File: config.mk
export PLATFORM = sky130hd
export DESIGN_NAME = ocmp_timer
export DESIGN_NICKNAME = d
export VERILOG_FILES = /design/src/rtl/ocmp_pkg.sv /design/src/rtl/ocmp_counter.sv /design/src/rtl/ocmp_channel.sv /design/src/rtl/ocmp_rdmux.sv /design/src/rtl/ocmp_timer.sv
export SDC_FILE = /design/constraint.sdc
export NUM_CORES = 1
export LEC_CHECK = 0
export BUFFER_PORTS_ARGS = -buffer_cell sky130_fd_sc_hd__buf_2
export CAP_MARGIN = 15
export CORE_MARGIN = 2
export CORE_UTILIZATION = 61
export DETAILED_ROUTE_END_ITERATION = 12
export GPL_TIMING_DRIVEN = 0
export PLACE_DENSITY = 0.8
export SYNTH_ARGS = -nofsm -noshare
export SYNTH_HDL_FRONTEND = slang
export SYNTH_HIERARCHICAL = 1
export SYNTH_SLANG_ARGS = --single-unit
File: constraint.sdc
create_clock -name clk -period 2 [get_ports clk]
set_input_delay 0.4 -clock clk [delete_from_list [all_inputs] [get_ports clk]]
set_output_delay 0.4 -clock clk [all_outputs]
set_load 0.01 [all_outputs]
File: src/rtl/ocmp_pkg.sv
package ocmp_pkg;

  typedef enum logic [1:0] {
    ACT_NONE   = 2'b00,
    ACT_TOGGLE = 2'b01,
    ACT_CLEAR  = 2'b10,
    ACT_SET    = 2'b11
  } oc_action_e;

  // register addresses
  localparam int REG_CTRL   = 0;
  localparam int REG_MOD_HI = 1;
  localparam int REG_MOD_LO = 2;
  localparam int REG_CNT_HI = 3;
  localparam int REG_CNT_LO = 4;
  localparam int CH_BASE    = 8;
  localparam int CH_STRIDE  = 4;
  localparam int CH_CTRL    = 0;
  localparam int CH_CMP_HI  = 1;
  localparam int CH_CMP_LO  = 2;

  // bit positions inside control bytes
  localparam int BIT_RUN  = 0;
  localparam int BIT_OVIE = 1;
  localparam int BIT_IE   = 2;
  localparam int BIT_FLAG = 7;

  function automatic int ch_reg_addr(int ch, int ofs);
    return CH_BASE + CH_STRIDE * ch + ofs;
  endfunction

  // pin value after a match under the given action
  function automatic logic apply_action(oc_action_e act, logic cur);
    case (act)
      ACT_TOGGLE: return !cur;
      ACT_CLEAR:  return 1'b0;
      ACT_SET:    return 1'b1;
      default:    return cur;
    endcase
  endfunction

  // sticky flag: an event in the same cycle beats a clearing write
  function automatic logic flag_next(logic cur, logic evt, logic clr);
    return evt | (cur & ~clr);
  endfunction

endpackage

File: src/rtl/ocmp_counter.sv
module ocmp_counter
  import ocmp_pkg::*;
#(
  parameter int DATA_W = 8,
  parameter int CNT_W  = 2 * DATA_W
) (
  input  logic              clk,
  input  logic              rst_n,
  input  logic              wr_ctrl,
  input  logic              wr_mod_hi,
  input  logic              wr_mod_lo,
  input  logic [DATA_W-1:0] wdata,
  output logic [CNT_W-1:0]  count_q,
  output logic [CNT_W-1:0]  modulo_q,
  output logic              run_q,
  output logic              ovie_q,
  output logic              ovf_flag_q,
  output logic              ovf_evt
);

  function automatic logic [CNT_W-1:0] count_step(logic [CNT_W-1:0] cnt, logic wrap);
    return wrap ? '0 : cnt + 1'b1;
  endfunction

  assign ovf_evt = run_q && (count_q == modulo_q);

  always_ff @(posedge clk or negedge rst_n) begin
    if (!rst_n) begin
      count_q    <= '0;
      modulo_q   <= '1;
      run_q      <= 1'b0;
      ovie_q     <= 1'b0;
      ovf_flag_q <= 1'b0;
    end else begin
      if (run_q) count_q <= count_step(count_q, ovf_evt);
      if (wr_mod_hi) modulo_q[CNT_W-1:DATA_W] <= wdata;
      if (wr_mod_lo) modulo_q[DATA_W-1:0]     <= wdata;
      if (wr_ctrl) begin
        run_q  <= wdata[BIT_RUN];
        ovie_q <= wdata[BIT_OVIE];
      end
      ovf_flag_q <= flag_next(ovf_flag_q, ovf_evt, wr_ctrl && !wdata[BIT_FLAG]);
    end
  end

endmodule

File: src/rtl/ocmp_channel.sv
module ocmp_channel
  import ocmp_pkg::*;
#(
  parameter int DATA_W = 8,
  parameter int CNT_W  = 2 * DATA_W
) (
  input  logic              clk,
  input  logic              rst_n,
  input  logic              run,
  input  logic [CNT_W-1:0]  count,
  input  logic              wr_ctrl,
  input  logic              wr_hi,
  input  logic              wr_lo,
  input  logic [DATA_W-1:0] wdata,
  output logic [CNT_W-1:0]  cmp_q,
  output logic [1:0]        act_q,
  output logic              ie_q,
  output logic              flag_q,
  output logic              pend_q,
  output logic              pin_q,
  output logic              match_evt
);

  function automatic logic is_match(logic en, logic pend, logic [CNT_W-1:0] cnt,
                                    logic [CNT_W-1:0] cmp);
    return en && !pend && (cnt == cmp);
  endfunction

  assign match_evt = is_match(run, pend_q, count, cmp_q);

  // compare value: no reset, each byte lands at once
  always_ff @(posedge clk) begin
    if (wr_hi) cmp_q[CNT_W-1:DATA_W] <= wdata;
    if (wr_lo) cmp_q[DATA_W-1:0]     <= wdata;
  end

  always_ff @(posedge clk or negedge rst_n) begin
    if (!rst_n) begin
      act_q  <= ACT_NONE;
      ie_q   <= 1'b0;
      flag_q <= 1'b0;
      pend_q <= 1'b0;
      pin_q  <= 1'b0;
    end else begin
      if (match_evt) pin_q <= apply_action(oc_action_e'(act_q), pin_q);
      flag_q <= flag_next(flag_q, match_evt, wr_ctrl && !wdata[BIT_FLAG]);
      if (wr_ctrl) begin
        act_q <= wdata[1:0];
        ie_q  <= wdata[BIT_IE];
      end
      if (wr_lo)      pend_q <= 1'b0;
      else if (wr_hi) pend_q <= 1'b1;
    end
  end

endmodule

File: src/rtl/ocmp_rdmux.sv
module ocmp_rdmux
  import ocmp_pkg::*;
#(
  parameter int NCH    = 2,
  parameter int DATA_W = 8,
  parameter int ADDR_W = 6,
  parameter int CNT_W  = 2 * DATA_W
) (
  input  logic [ADDR_W-1:0]           addr,
  input  logic                        run,
  input  logic                        ovie,
  input  logic                        ovf_flag,
  input  logic [CNT_W-1:0]            modulo,
  input  logic [CNT_W-1:0]            count,
  input  logic [NCH-1:0][1:0]         ch_act,
  input  logic [NCH-1:0]              ch_ie,
  input  logic [NCH-1:0]              ch_flag,
  input  logic [NCH-1:0][CNT_W-1:0]   ch_cmp,
  output logic [DATA_W-1:0]           rdata
);

  function automatic logic [DATA_W-1:0] pack_ch_ctrl(logic [1:0] act, logic ie, logic flag);
    logic [DATA_W-1:0] v;
    v           = '0;
    v[1:0]      = act;
    v[BIT_IE]   = ie;
    v[BIT_FLAG] = flag;
    return v;
  endfunction

  function automatic logic [DATA_W-1:0] pack_main_ctrl(logic r, logic ie, logic flag);
    logic [DATA_W-1:0] v;
    v           = '0;
    v[BIT_RUN]  = r;
    v[BIT_OVIE] = ie;
    v[BIT_FLAG] = flag;
    return v;
  endfunction

  always_comb begin
    rdata = '0;
    if (addr == ADDR_W'(REG_CTRL))   rdata = pack_main_ctrl(run, ovie, ovf_flag);
    if (addr == ADDR_W'(REG_MOD_HI)) rdata = modulo[CNT_W-1:DATA_W];
    if (addr == ADDR_W'(REG_MOD_LO)) rdata = modulo[DATA_W-1:0];
    if (addr == ADDR_W'(REG_CNT_HI)) rdata = count[CNT_W-1:DATA_W];
    if (addr == ADDR_W'(REG_CNT_LO)) rdata = count[DATA_W-1:0];
    for (int c = 0; c < NCH; c++) begin
      if (addr == ADDR_W'(ch_reg_addr(c, CH_CTRL)))
        rdata = pack_ch_ctrl(ch_act[c], ch_ie[c], ch_flag[c]);
      if (addr == ADDR_W'(ch_reg_addr(c, CH_CMP_HI)))
        rdata = ch_cmp[c][CNT_W-1:DATA_W];
      if (addr == ADDR_W'(ch_reg_addr(c, CH_CMP_LO)))
        rdata = ch_cmp[c][DATA_W-1:0];
    end
  end

endmodule

File: src/rtl/ocmp_timer.sv
module ocmp_timer
  import ocmp_pkg::*;
#(
  parameter int NCH    = 2,
  parameter int DATA_W = 8,
  parameter int ADDR_W = 6
) (
  input  logic              clk,
  input  logic              rst_n,
  input  logic              wr_en,
  input  logic [ADDR_W-1:0] addr,
  input  logic [DATA_W-1:0] wdata,
  output logic [DATA_W-1:0] rdata,
  output logic [NCH-1:0]    oc_pin,
  output logic [NCH-1:0]    irq_ch,
  output logic              irq_ovf
);

  localparam int CNT_W = 2 * DATA_W;

  localparam logic [ADDR_W-1:0] A_CTRL   = ADDR_W'(REG_CTRL);
  localparam logic [ADDR_W-1:0] A_MOD_HI = ADDR_W'(REG_MOD_HI);
  localparam logic [ADDR_W-1:0] A_MOD_LO = ADDR_W'(REG_MOD_LO);

  logic [CNT_W-1:0] count_q;
  logic [CNT_W-1:0] modulo_q;
  logic             run_q;
  logic             ovie_q;
  logic             ovf_flag_q;
  logic             ovf_evt;

  logic [NCH-1:0][CNT_W-1:0] ch_cmp;
  logic [NCH-1:0][1:0]       ch_act;
  logic [NCH-1:0]            ch_ie;
  logic [NCH-1:0]            ch_flag;
  logic [NCH-1:0]            ch_pending;
  logic [NCH-1:0]            match_evt;

  logic wr_ctrl, wr_mod_hi, wr_mod_lo;
  assign wr_ctrl   = wr_en && (addr == A_CTRL);
  assign wr_mod_hi = wr_en && (addr == A_MOD_HI);
  assign wr_mod_lo = wr_en && (addr == A_MOD_LO);

  ocmp_counter #(.DATA_W(DATA_W), .CNT_W(CNT_W)) u_cnt (
    .clk        (clk),
    .rst_n      (rst_n),
    .wr_ctrl    (wr_ctrl),
    .wr_mod_hi  (wr_mod_hi),
    .wr_mod_lo  (wr_mod_lo),
    .wdata      (wdata),
    .count_q    (count_q),
    .modulo_q   (modulo_q),
    .run_q      (run_q),
    .ovie_q     (ovie_q),
    .ovf_flag_q (ovf_flag_q),
    .ovf_evt    (ovf_evt)
  );

  for (genvar c = 0; c < NCH; c++) begin : g_ch
    localparam logic [ADDR_W-1:0] A_CH_CTRL = ADDR_W'(ch_reg_addr(c, CH_CTRL));
    localparam logic [ADDR_W-1:0] A_CH_HI   = ADDR_W'(ch_reg_addr(c, CH_CMP_HI));
    localparam logic [ADDR_W-1:0] A_CH_LO   = ADDR_W'(ch_reg_addr(c, CH_CMP_LO));

    ocmp_channel #(.DATA_W(DATA_W), .CNT_W(CNT_W)) u_ch (
      .clk       (clk),
      .rst_n     (rst_n),
      .run       (run_q),
      .count     (count_q),
      .wr_ctrl   (wr_en && (addr == A_CH_CTRL)),
      .wr_hi     (wr_en && (addr == A_CH_HI)),
      .wr_lo     (wr_en && (addr == A_CH_LO)),
      .wdata     (wdata),
      .cmp_q     (ch_cmp[c]),
      .act_q     (ch_act[c]),
      .ie_q      (ch_ie[c]),
      .flag_q    (ch_flag[c]),
      .pend_q    (ch_pending[c]),
      .pin_q     (oc_pin[c]),
      .match_evt (match_evt[c])
    );
  end

  ocmp_rdmux #(.NCH(NCH), .DATA_W(DATA_W), .ADDR_W(ADDR_W), .CNT_W(CNT_W)) u_rd (
    .addr     (addr),
    .run      (run_q),
    .ovie     (ovie_q),
    .ovf_flag (ovf_flag_q),
    .modulo   (modulo_q),
    .count    (count_q),
    .ch_act   (ch_act),
    .ch_ie    (ch_ie),
    .ch_flag  (ch_flag),
    .ch_cmp   (ch_cmp),
    .rdata    (rdata)
  );

  assign irq_ch  = ch_flag & ch_ie;
  assign irq_ovf = ovf_flag_q & ovie_q;

endmodule

# [Yosys cells after proc, flatten, opt, wreduce, memory -nomap -nowiden]
# Cells that the tools add are included.
[totals] ff_bits=79 in_bits=17 output_inout_bits=13 wordCells=98
[op_classes] n_addsub=1 n_eq_ne=19 muxes=18 bitwise_logic=11 n_reduce_logical=29
[ops] operator="$mux 8" count=11
[ops] operator="$eq 16x16->1" count=3
[ops] operator="$eq 6x4->1 const B" count=6
[ops] operator="$logic_and 1x1->1" count=17
[ops] operator="$add 16x1->16 const B" count=1
[ops] operator="$mux 16" count=1
[ops] operator="$eq 6x2->1 const B" count=2
[ops] operator="$eq 2x2->1 const B" count=4
[ops] operator="$eq 6x1->1 const B" count=1
[ops] operator="$eq 6x3->1 const B" count=1
[ops] operator="$logic_not 6->1" count=1
[ops] operator="$pmux 1 s3" count=2
[ops] operator="$reduce_bool 3->1" count=2
[ops] operator="$logic_not 1->1" count=5
[ops] operator="$and 1x1->1" count=4
[ops] operator="$eq 2x1->1 const B" count=2
[ops] operator="$mux 1" count=4
[ops] operator="$reduce_and 2->1" count=2
[ops] operator="$reduce_bool 2->1" count=2
[ops] operator="$not 1->1" count=3
[ops] operator="$or 1x1->1" count=3
[ops] operator="$and 2x2->2" count=1

# [Depth between registers and ports, before layout]
# Gate-level depths: netlist (run 1).
[depth] depth_word=12 mapped_depth=6

# [Cells and area by module]
# The synthesis (run 1) kept the hierarchy.
[modules_own_cells] module="ocmp_channel" n_inst=2 cells_per_inst=67 area_per_inst_um2=953.4 seq_area_each_um2=630.6
[modules_own_cells] module="ocmp_counter" n_inst=1 cells_per_inst=145 area_per_inst_um2=1761.7 seq_area_each_um2=895.9
[modules_own_cells] module="ocmp_rdmux" n_inst=1 cells_per_inst=122 area_per_inst_um2=918.4 seq_area_each_um2=0.0
[modules_own_cells] module="ocmp_timer" n_inst=1 cells_per_inst=18 area_per_inst_um2=126.4 seq_area_each_um2=0.0

# [Worst setup path before layout (run 1)]
# Ideal clock, no wire load.
[synth_timing] path_kind="input to register" startpoint="in addr[2]" endpoint="reg g_ch[0].u_ch.cmp_q[0], enable pin" setup_ns=0.401 arrival_time_ns=2.074 required_time_ns=1.599 setup_slack_ns=-0.475 stages=3 cell_sequence="or4b_1 buf_2 nor4b_1"
[synth_between] elab_chain_len=2
[synth_rtl] element="start, declared" line_no="ocmp_timer.sv:11" rtl="input logic [ADDR_W-1:0] addr,"
[synth_rtl] element="$eq 6x4->1" line_no="ocmp_timer.sv:71" rtl=".wr_lo (wr_en && (addr == A_CH_LO)),"
[synth_rtl] element="$logic_and 1x1->1" line_no="ocmp_timer.sv:71"
[synth_rtl] element="end signal, assigned by index" line_no="ocmp_channel.sv:33" rtl="if (wr_hi) cmp_q[CNT_W-1:DATA_W] <= wdata;"
[synth_rtl] element="end signal, assigned by index" line_no="ocmp_channel.sv:34" rtl="if (wr_lo) cmp_q[DATA_W-1:0] <= wdata;"
[synth_rtl] element="end, declared" line_no="ocmp_channel.sv:15" rtl="output logic [CNT_W-1:0] cmp_q,"
# Every way passes these cells.
# A chain may end at the register's enable or synchronous reset.

# [Worst setup path after layout (run 1)]
[layout_timing] startpoint="in addr[5]" endpoint="out rdata[0]"
[layout_between] elab_chain_len=12 word_cells_on_any_way=22 cone_classes="10 x eq/ne; 11 x mux; 1 x reduce/logical"
[layout_rtl] element="$logic_not 6->1" line_no="ocmp_rdmux.sv:42" rtl="if (addr == ADDR_W'(REG_CTRL)) rdata = pack_main_ctrl(run, ovie, ovf_flag);"
[layout_rtl] element="$mux 8" line_no="ocmp_rdmux.sv:42"
[layout_rtl] element="$mux 8" line_no="ocmp_rdmux.sv:43" rtl="if (addr == ADDR_W'(REG_MOD_HI)) rdata = modulo[CNT_W-1:DATA_W];"
[layout_rtl] element="$mux 8" line_no="ocmp_rdmux.sv:44" rtl="if (addr == ADDR_W'(REG_MOD_LO)) rdata = modulo[DATA_W-1:0];"
[layout_rtl] element="$mux 8" line_no="ocmp_rdmux.sv:45" rtl="if (addr == ADDR_W'(REG_CNT_HI)) rdata = count[CNT_W-1:DATA_W];"
[layout_rtl] element="$mux 8" line_no="ocmp_rdmux.sv:46" rtl="if (addr == ADDR_W'(REG_CNT_LO)) rdata = count[DATA_W-1:0];"
[layout_rtl] element="$mux 8" line_no="ocmp_rdmux.sv:48" rtl="if (addr == ADDR_W'(ch_reg_addr(c, CH_CTRL)))"
[layout_rtl] element="$mux 8" line_no="ocmp_rdmux.sv:50" rtl="if (addr == ADDR_W'(ch_reg_addr(c, CH_CMP_HI)))"
[layout_rtl] element="$mux 8" line_no="ocmp_rdmux.sv:52" rtl="if (addr == ADDR_W'(ch_reg_addr(c, CH_CMP_LO)))"
[layout_rtl] element="$mux 8" line_no="ocmp_rdmux.sv:48"
[layout_rtl] element="$mux 8" line_no="ocmp_rdmux.sv:50"
[layout_rtl] element="$mux 8 (*)" line_no="ocmp_rdmux.sv:52"
[layout_rtl] element="end, declared" line_no="ocmp_timer.sv:13" rtl="output logic [DATA_W-1:0] rdata,"
# Mark *: on every way between the ends. The rest lies on a longest branch, timed or not.

==> flow_summary.yaml, run 1 <==
sta:
  fin_crit_ps: 2236
  setup_slack_ps: -235.7
  holdWs_ps: 280.7
  grt_setup_unrepaired: "true"
  finalSetupViolCount: 8
  fmax_mhz: 447.3
  min_period_over_period_pct: 111.8
  finalHoldViolations: 0
  finClkSkew_ps: 6.298
  worst_pin_slew_ps: 922.8
  max_slew_margin_pct: 38.22
  slew_viol_final: 0
placed_design:
  dpl.hpwl_um: 9172
  gp_routability_congestion: 0.9645
  port_buffers: 28
  place_ws_ps: -561.3
  place_inst: 547
global_routing:
  antenna_found_initial: 0
  grt_start_max_net_pins: 48
  gr-total-overflow: 0
  grt_pass1_wl_um: 21180
  grt_pass1_vias: 3705
  grt_use_total_pct: 33.47
worst_setup_path:
  cp-start-kind: "input port"
  rrSetupSlack_ps: 90
  r2r-end: "u_cnt/count_q[14]"
  worstPathRequired_ps: 1600
  critPathMaxFanout: 8
  ff2ff_path_depth: 6
  critPathSlowestCell: "or4b_4"
  slowest_delay_ps: 590
  cp_data_arrival_time_ps: 1840
  crit_type: "in -> out"
  crit_chain: "buf_12 > or4b_4 > nor3_4 > a211oi_2 > o221ai_1 > buf_2"
  r2r_start: "u_cnt/count_q[0]"
  endpoint_kind: "output port"
die:
  io_pins: 30
  rows: 32
  die_height_um: 91.78
  dieArea_um2: 8423
  dieWidth_um: 91.78
  coreArea_um2: 7607
  start_util_pct: 61.78
final_layout:
  fin_nets: 495
  fin_cells: 584
  diodes: 0
  layout_commonest_cell: "xnor2_1"
  final_cell_mix: "48 x xnor2_1, 32 x edfxtp_1, 27 x buf_2"
  final_core_util_pct: 74.10
  drive_above_1_share_pct: 36.51
  area_growth_pct: 19.94
hold_path:
  hp-start: "wdata[3]"
  min_to: "g_ch[0].u_ch/cmp_q[11]"
  hold_path_class: "in -> reg"
  hold_depth: 1
routing:
  ant_nets: 0
  highest_layer: "met4"
  firstDrtPassIters: 5
  dr_wl_met2_um: 6223
  route.met3.wl_um: 1445
  routedWlPerCell_um: 23.58
  vias_per_cell: 6.774
  drt-initial-drc-count: 560
  wirelength_um: 13770
  num_vias: 3956
  met1Wirelength_um: 5555
  drcViolationCount: 0
power:
  intPower_mw: 3.085
  power_mw: 4.571
  comb_power_share_pct: 24.3
  p_sw_share_pct: 32.51
  clkPwrFrac_pct: 28.5
  ir_drop_mv: 0.6440
  seq_power_share_pct: 47.3
  switchingPower_mw: 1.486
  power_leakage_nw: 2.052
  p_per_area_nw_per_um2: 810.9
cts:
  cts_tree: "done"
  root_buffer: "clkbuf_8"
  cts_buffer_depth: 2
  cts.sinks: 79
  htree_levels: 3
  numCtsBuffers: 9
  path_clk_slew_ps: 80
  clock_latency_ps: 360
outcome:
  violations: "setup timing"
  status: "complete, but fails checks"
logic_synthesis:
  syn_inst: 416
  syn_area_um2: 4700
  synth_warnings: 6
  synth_nets: 434
  avgSynthCellArea_um2: 11.30
flow_run:
  max_cap_violations: 0
## layout make-up
cell class                 count  area (µm²)
buffer                        22       158.9
clock buffer                  10       127.6
clock inverter                 6       85.08
fill                         511        1971
inverter                       6       22.52
multi-input combinational    307        2532
sequential                    79        2168
tap                          102       127.6
timing repair buffer          52       414.1
## through the flow
stage | instance area, µm² | TNS [ps]
floorplan | 4735 | 0
global placement | 5002 | -21950
detailed placement | 5010 | -21100
CTS | 5458 | -1462
global route | 5637 | -1864
finish | 5637 | -1543
## worst max-delay path by stage
stage	start	endpoint	slack, ps
2_1_floorplan	addr[2]	u_cnt/modulo_q[0]	40
3_3_place_gp	addr[5]	g_ch[1].u_ch/cmp_q[11]	-520
3_5_place_dp	addr[5]	g_ch[1].u_ch/cmp_q[12]	-560
4_1_cts	u_cnt/count_q[9]	rdata[1]	-190
5_1_grt	u_cnt/count_q[13]	rdata[5]	-270
6_report	addr[5]	rdata[0]	-240
## timing repair
item                       in CTS  in global routing
setup endpoints to repair      18                 40
pin swaps                      20                  8
setup buffers                  12                  8
hold buffers                    0                  1
gates cloned                    0                  1
hold endpoints to repair        0                  7
resized for setup              39                 19
## registers in the layout, summed over array words and instances (netlist names)
| signal | count |
|---|---|
| u_cnt/run_q | 1 |
| g_ch.u_ch/pend_q | 2 |
| u_cnt/modulo_q | 16 |
| g_ch.u_ch/ie_q | 2 |
| g_ch.u_ch/flag_q | 2 |
| g_ch.u_ch/act_q | 4 |
| u_cnt/ovf_flag_q | 1 |
| g_ch.u_ch/cmp_q | 32 |
| g_ch.u_ch/pin_q | 2 |
| u_cnt/ovie_q | 1 |
| u_cnt/count_q | 16 |
## power groups by stage
| stage | registers [mW] | clock network [mW] | logic [mW] |
|---|---|---|---|
| floorplan | 2.09 | 0 | 0.731 |
| CTS | 2.15 | 1.31 | 1.05 |
| global placement | 2.19 | 0 | 0.936 |
| global route | 2.18 | 1.39 | 1.19 |
| detailed placement | 2.20 | 0 | 0.962 |
| finish | 2.16 | 1.30 | 1.11 |
## critical path: cells and delay by family
family	cells	cell delay (ps)
compound gates	2	320
buf+inv	2	290
simple gates	2	820
## routing by layer
layer / up-vias / global-route usage (%)
met3: 45 / 7.313
met1: 1928 / 47.65
met2: 274 / 49.51
met5: - / 0
met4: 0 / 14.68
li1: 1709 / -
Power figures use the tool's default switching activity.
==> inputs of run 2 (changes only) <==
--- a/config.mk
+++ b/config.mk
@@ -5,13 +5,14 @@
 export SDC_FILE = /design/constraint.sdc
 export NUM_CORES = 1
 export LEC_CHECK = 0
+export ABC_AREA = 1
 export BUFFER_PORTS_ARGS = -buffer_cell sky130_fd_sc_hd__buf_2
 export CAP_MARGIN = 15
 export CORE_MARGIN = 2
-export CORE_UTILIZATION = 61
+export CORE_UTILIZATION = 62
 export DETAILED_ROUTE_END_ITERATION = 12
 export GPL_TIMING_DRIVEN = 0
-export PLACE_DENSITY = 0.8
+export PLACE_DENSITY = 0.86
 export SYNTH_ARGS = -nofsm -noshare
 export SYNTH_HDL_FRONTEND = slang
 export SYNTH_HIERARCHICAL = 1
==> run 2 against run 1 <==
The run still ends with setup timing left. Core utilization shrank 1.4 points. Worst hold slack better by 61 ps. Global-route usage increased by 2.8 points. Sequential power is 11% higher. Combinational power rose by 31%. First-iteration DRC count grew 11%. Non-clock buffer count is 24 lower. Synthesized area is 15% higher. Setup slack gained 45 ps. Via count is 42% higher. Final area grew 11%. Sequential cell count stayed put. Largest cell class unchanged. Highest routed layer unchanged.
==> flow_summary.yaml, run 2 <==
hold_path:
  min_to: "u_cnt/modulo_q[6]"
  hold_path_class: "in -> reg"
  hold_depth: 3
  hp-start: "wdata[6]"
routing:
  vias_per_cell: 5.602
  num_vias: 5624
  wirelength_um: 17290
  drt-initial-drc-count: 623
  drcViolationCount: 0
  ant_nets: 0
  firstDrtPassIters: 5
  routedWlPerCell_um: 17.22
logic_synthesis:
  synth_nets: 851
  synth_warnings: 6
  syn_inst: 833
  avgSynthCellArea_um2: 6.493
  syn_area_um2: 5409
power:
  clkPwrFrac_pct: 24.9
  p_sw_share_pct: 39.75
  ir_drop_mv: 0.5146
  power_leakage_nw: 3.217
  intPower_mw: 3.093
  comb_power_share_pct: 28.2
  seq_power_share_pct: 46.8
  power_mw: 5.133
  switchingPower_mw: 2.040
  p_per_area_nw_per_um2: 822.2
worst_setup_path:
  crit_type: "in -> out"
  cp-start-kind: "input port"
  cp_data_arrival_time_ps: 1790
  endpoint_kind: "output port"
  rrSetupSlack_ps: 160
  worstPathRequired_ps: 1600
  critPathMaxFanout: 6
  crit_start: "addr[5]"
  r2r-end: "u_cnt/count_q[15]"
  ff2ff_path_depth: 9
  r2r_start: "u_cnt/count_q[3]"
die:
  rows: 34
  dieWidth_um: 97.40
  io_pins: 30
  coreArea_um2: 8593
  start_util_pct: 62.94
  die_height_um: 97.40
  dieArea_um2: 9487
cts:
  numCtsBuffers: 9
  cts_tree: "done"
  path_clk_slew_ps: 90
  root_buffer: "clkbuf_8"
  cts.sinks: 79
  cts_buffer_depth: 2
  clock_latency_ps: 360
  htree_levels: 3
sta:
  holdWs_ps: 341.4
  finClkSkew_ps: 21.00
  tns_ps: -1049
  grt_setup_unrepaired: "true"
  max_slew_margin_pct: 38.08
  finalHoldViolations: 0
  setup_slack_ps: -190.4
  fin_crit_ps: 2190
  slew_viol_final: 0
  worst_pin_slew_ps: 925.3
  finalSetupViolCount: 8
  min_period_over_period_pct: 109.5
  fmax_mhz: 456.5
global_routing:
  grt_start_max_net_pins: 48
  grt_pass1_wl_um: 26440
  gr-total-overflow: 0
  grt_pass1_vias: 5189
  antenna_found_initial: 0
  grt_use_total_pct: 36.29
final_layout:
  top_register: "g_ch.u_ch/cmp_q"
  layout_commonest_cell: "nand2_1"
  reg.largest.list: "g_ch.u_ch/cmp_q x32, u_cnt/count_q x16, u_cnt/modulo_q x16"
  fin_nets: 909
  drive_above_1_share_pct: 17.19
  final_cell_area_um2: 6243
  largest_register_ffs: 32
  ff_latch_area_um2: 2167
  fillers: 685
  area_growth_pct: 15.43
  multi_input_comb_area_um2: 2803
  final_cell_mix: "338 x nand2_1, 141 x inv_1, 96 x nor2_1"
  diodes: 0
outcome:
  violations: "setup timing"
  status: "complete, but fails checks"
placed_design:
  place_area_um2: 5689
  gp_routability_congestion: 1.018
  dpl.hpwl_um: 12130
  port_buffers: 29
flow_run:
  max_cap_violations: 0
==> run 2: cell count changes in the layout (fill, tap and decap cells not counted), moves of 10 or more <==
cell and delta:
nand3_1 +23, xnor2_1 -46, nor2_4 +11, o21ai_0 +10, nor2_1 +84, mux2_2 -26, inv_1 +135, a21oi_1 -11
nand2_1 +313, nor2_2 +18
==> run 2: metal layers <==
layer,up-vias,wire length (µm),global-route usage (%)
li1,2654,-,-
met1,2556,6818,51.16
met2,362,7580,54.32
met3,52,2252,7.554
met4,0,635,16.13
met5,-,0,0
==> run 2: layout make-up <==
class	instances	share of cell area, %
Sequential cell	79	34.71
Buffer	3	0.2405
Multi-Input combinational cell	599	44.89
Clock buffer	12	2.505
Timing Repair Buffer	47	5.451
Inverter	152	9.218
Tap cell	108	2.164
Clock inverter	4	0.8216
==> run 2: critical path, cell delays in order <==
cell and delay, ps:
buf_8 110, nor2_8 190, nand2_4 100, nor3_4 240, inv_2 120, o22ai_2 160
nand2_1 90, nor2_2 160, nand3_1 80, buf_2 140
==> run 2: worst max path at each step <==
stage | to | slack (ps)
after global placement | rdata[4] | -270
final | rdata[5] | -190
after global routing | rdata[5] | -190
after detailed placement | rdata[5] | -310
after CTS | rdata[5] | -100
after floorplan | rdata[1] | 290
==> run 2: metrics by stage <==
stage	cells	util, %	setup slack (ps)
floorplan	833	-	289.8
global placement	970	66.21	-266.3
detailed placement	970	66.21	-314.1
CTS	999	71.16	-102.7
global route	1004	72.66	-191.2
finish	1004	72.66	-190.4
==> run 2: timing repair <==
item                                   4_1_cts  5_1_grt
setup endpoints to repair                    8       11
resized for setup                           39       22
setup buffers                               13        3
cloned                                       0        0
pin swaps                                   14       18
hold buffers                                 0        1
endpoints found under the hold margin        0       10
==> run 2: power groups by stage <==
stage	Sequential [mW]	Combinational (mW)	Clock, mW
3_5_place_dp	2.40	1.34	0
5_1_grt	2.42	1.63	1.33
6_report	2.40	1.45	1.28
3_3_place_gp	2.39	1.30	0
4_1_cts	2.37	1.39	1.27
2_1_floorplan	2.18	1.03	0
==> inputs of run 3 (changes only) <==
--- a/config.mk
+++ b/config.mk
@@ -17,3 +17,4 @@
 export SYNTH_HDL_FRONTEND = slang
 export SYNTH_HIERARCHICAL = 1
 export SYNTH_SLANG_ARGS = --single-unit
+export TNS_END_PERCENT = 1
==> run 3 against run 2 <==
The flow still finishes with violations (setup timing). Sequential cell count did not move. Non-clock buffer count shrank 4. Die area is the same. First-iteration DRC count down 0.32%. Critical endpoint unchanged. Clock-buffer cell count is the same.
==> flow_summary.yaml, run 3 (synthesis gave the netlist of run 2 again) <==
cts:
  numCtsBuffers: 9
  cts_buffer_depth: 2
  htree_levels: 3
  cts.sinks: 79
  root_buffer: "clkbuf_8"
  clock_latency_ps: 360
  path_clk_slew_ps: 90
  cts_tree: "done"
final_layout:
  fin_cells: 1000
  layout_commonest_cell: "nand2_1"
  drive_above_1_share_pct: 16.37
  area_growth_pct: 14.23
  final_cell_area_um2: 6178
  fin_nets: 905
  largest_register_ffs: 32
  diodes: 0
  reg.largest.list: "g_ch.u_ch/cmp_q x32, u_cnt/count_q x16, u_cnt/modulo_q x16"
  final_cell_mix: "339 x nand2_1, 140 x inv_1, 97 x nor2_1"
  top_register: "g_ch.u_ch/cmp_q"
placed_design:
  port_buffers: 29
  place_area_um2: 5689
  place_inst: 970
  gp_routability_congestion: 1.018
  dpl.hpwl_um: 12130
sta:
  grt_setup_unrepaired: "true"
  setup_slack_ps: -168.5
  slew_viol_final: 0
  max_slew_margin_pct: 38.46
  finClkSkew_ps: 17.84
  finalHoldViolations: 0
  fin_crit_ps: 2169
  finalSetupViolCount: 8
  fmax_mhz: 461.1
  worst_pin_slew_ps: 919.7
  min_period_over_period_pct: 108.4
die:
  dieWidth_um: 97.40
  io_pins: 30
  rows: 34
  dieArea_um2: 9487
  start_util_pct: 62.94
  coreArea_um2: 8593
  die_height_um: 97.40
routing:
  vias_per_cell: 5.617
  drcViolationCount: 0
  ant_nets: 0
  wirelength_um: 17090
  routedWlPerCell_um: 17.09
  num_vias: 5617
  drt-initial-drc-count: 621
  firstDrtPassIters: 7
worst_setup_path:
  cp_data_arrival_time_ps: 1770
  worstPathRequired_ps: 1600
  r2r_start: "u_cnt/count_q[3]"
  endpoint_kind: "output port"
  rrSetupSlack_ps: 150
  r2r-end: "u_cnt/count_q[15]"
  critPathMaxFanout: 7
  ff2ff_path_depth: 9
  cp-start-kind: "input port"
  crit_type: "in -> out"
  crit_start: "addr[5]"
hold_path:
  hold_depth: 1
  hp-start: "wdata[4]"
  min_to: "g_ch[1].u_ch/cmp_q[4]"
  hold_path_class: "in -> reg"
global_routing:
  grt_start_max_net_pins: 48
  met3_usage_pct: 6.187
  grt_pass1_vias: 5134
  grt_pass1_wl_um: 26170
  antenna_found_initial: 0
  use_met1_pct: 51.77
  gr-total-overflow: 0
  grt_use_total_pct: 35.94
  grt.busiest_layer: "met2"
  grtUsageMet2_pct: 54.59
power:
  seq_power_share_pct: 46.9
  switchingPower_mw: 2.023
  power_mw: 5.112
  p_sw_share_pct: 39.58
  p_per_area_nw_per_um2: 827.4
  ir_drop_mv: 0.5357
  power_leakage_nw: 3.167
  comb_power_share_pct: 28.2
  intPower_mw: 3.088
  clkPwrFrac_pct: 24.9
outcome:
  status: "complete, but fails checks"
  violations: "setup timing"
flow_run:
  max_cap_violations: 0
==> run 3: metrics by stage <==
| stage | setup slack (ps) | hold WS (ps) | TNS (ps) | util (%) |
|---|---|---|---|---|
| final | -168.5 | 338.8 | -929.1 | 71.90 |
| after global routing | -217.0 | 333.7 | -1326 | 71.90 |
| after CTS | -102.7 | 273.1 | -531.0 | 70.73 |
| after detailed placement | -314.1 | 490.7 | -2042 | 66.21 |
| after global placement | -266.3 | 479.5 | -1549 | 66.21 |
| after floorplan | 289.8 | 104.4 | 0 | - |
==> run 3: worst max-delay path by stage <==
stage / endpoint / slack, ps / depth (start not counted)
detailed placement: rdata[5] / -310 / 10
finish: rdata[5] / -170 / 10
floorplan: rdata[1] / 290 / 7
global route: rdata[0] / -220 / 11
global placement: rdata[4] / -270 / 10
CTS: rdata[5] / -100 / 10
==> run 3: repair_timing <==
item                       4_1_cts  5_1_grt
hold buffers                     0        1
setup buffers                   10        2
resized for setup               35       19
setup endpoints to repair        8       11
hold endpoints to repair         0       10
pin swaps                       11       15
==> run 3: final cells by class <==
type                    count  area (µm²)
inverters                 152       575.6
clock inverters             4       51.30
repair buffers             43       304.0
multi-input cells         599        2774
flip-flops and latches     79        2167
well taps                 108       135.1
clock buffers              12       156.4
plain buffers               3       15.01
fillers                   703        2415
==> run 3: power by group through the flow <==
stage	registers, mW	logic, mW	clock network, mW
floorplan	2.18	1.03	0
global placement	2.39	1.30	0
detailed placement	2.40	1.34	0
CTS	2.37	1.39	1.27
global route	2.41	1.62	1.33
finish	2.40	1.44	1.27
==> run 3: routing by layer <==
metal | part of all wire (%) | vias to the layer above
met5 | 0 | -
met4 | 3.4 | 0
met3 | 12 | 54
met2 | 44 | 360
met1 | 40 | 2561
li1 | - | 2642
==> run 3: critical path, stage by stage <==
cell     delay [ps]
buf_8           110
nor2_8          180
nand2_4         100
nor3_4          240
inv_2           120
o22ai_2         160
nand2_1          90
nor2_2          150
nand3_1          80
buf_2           140
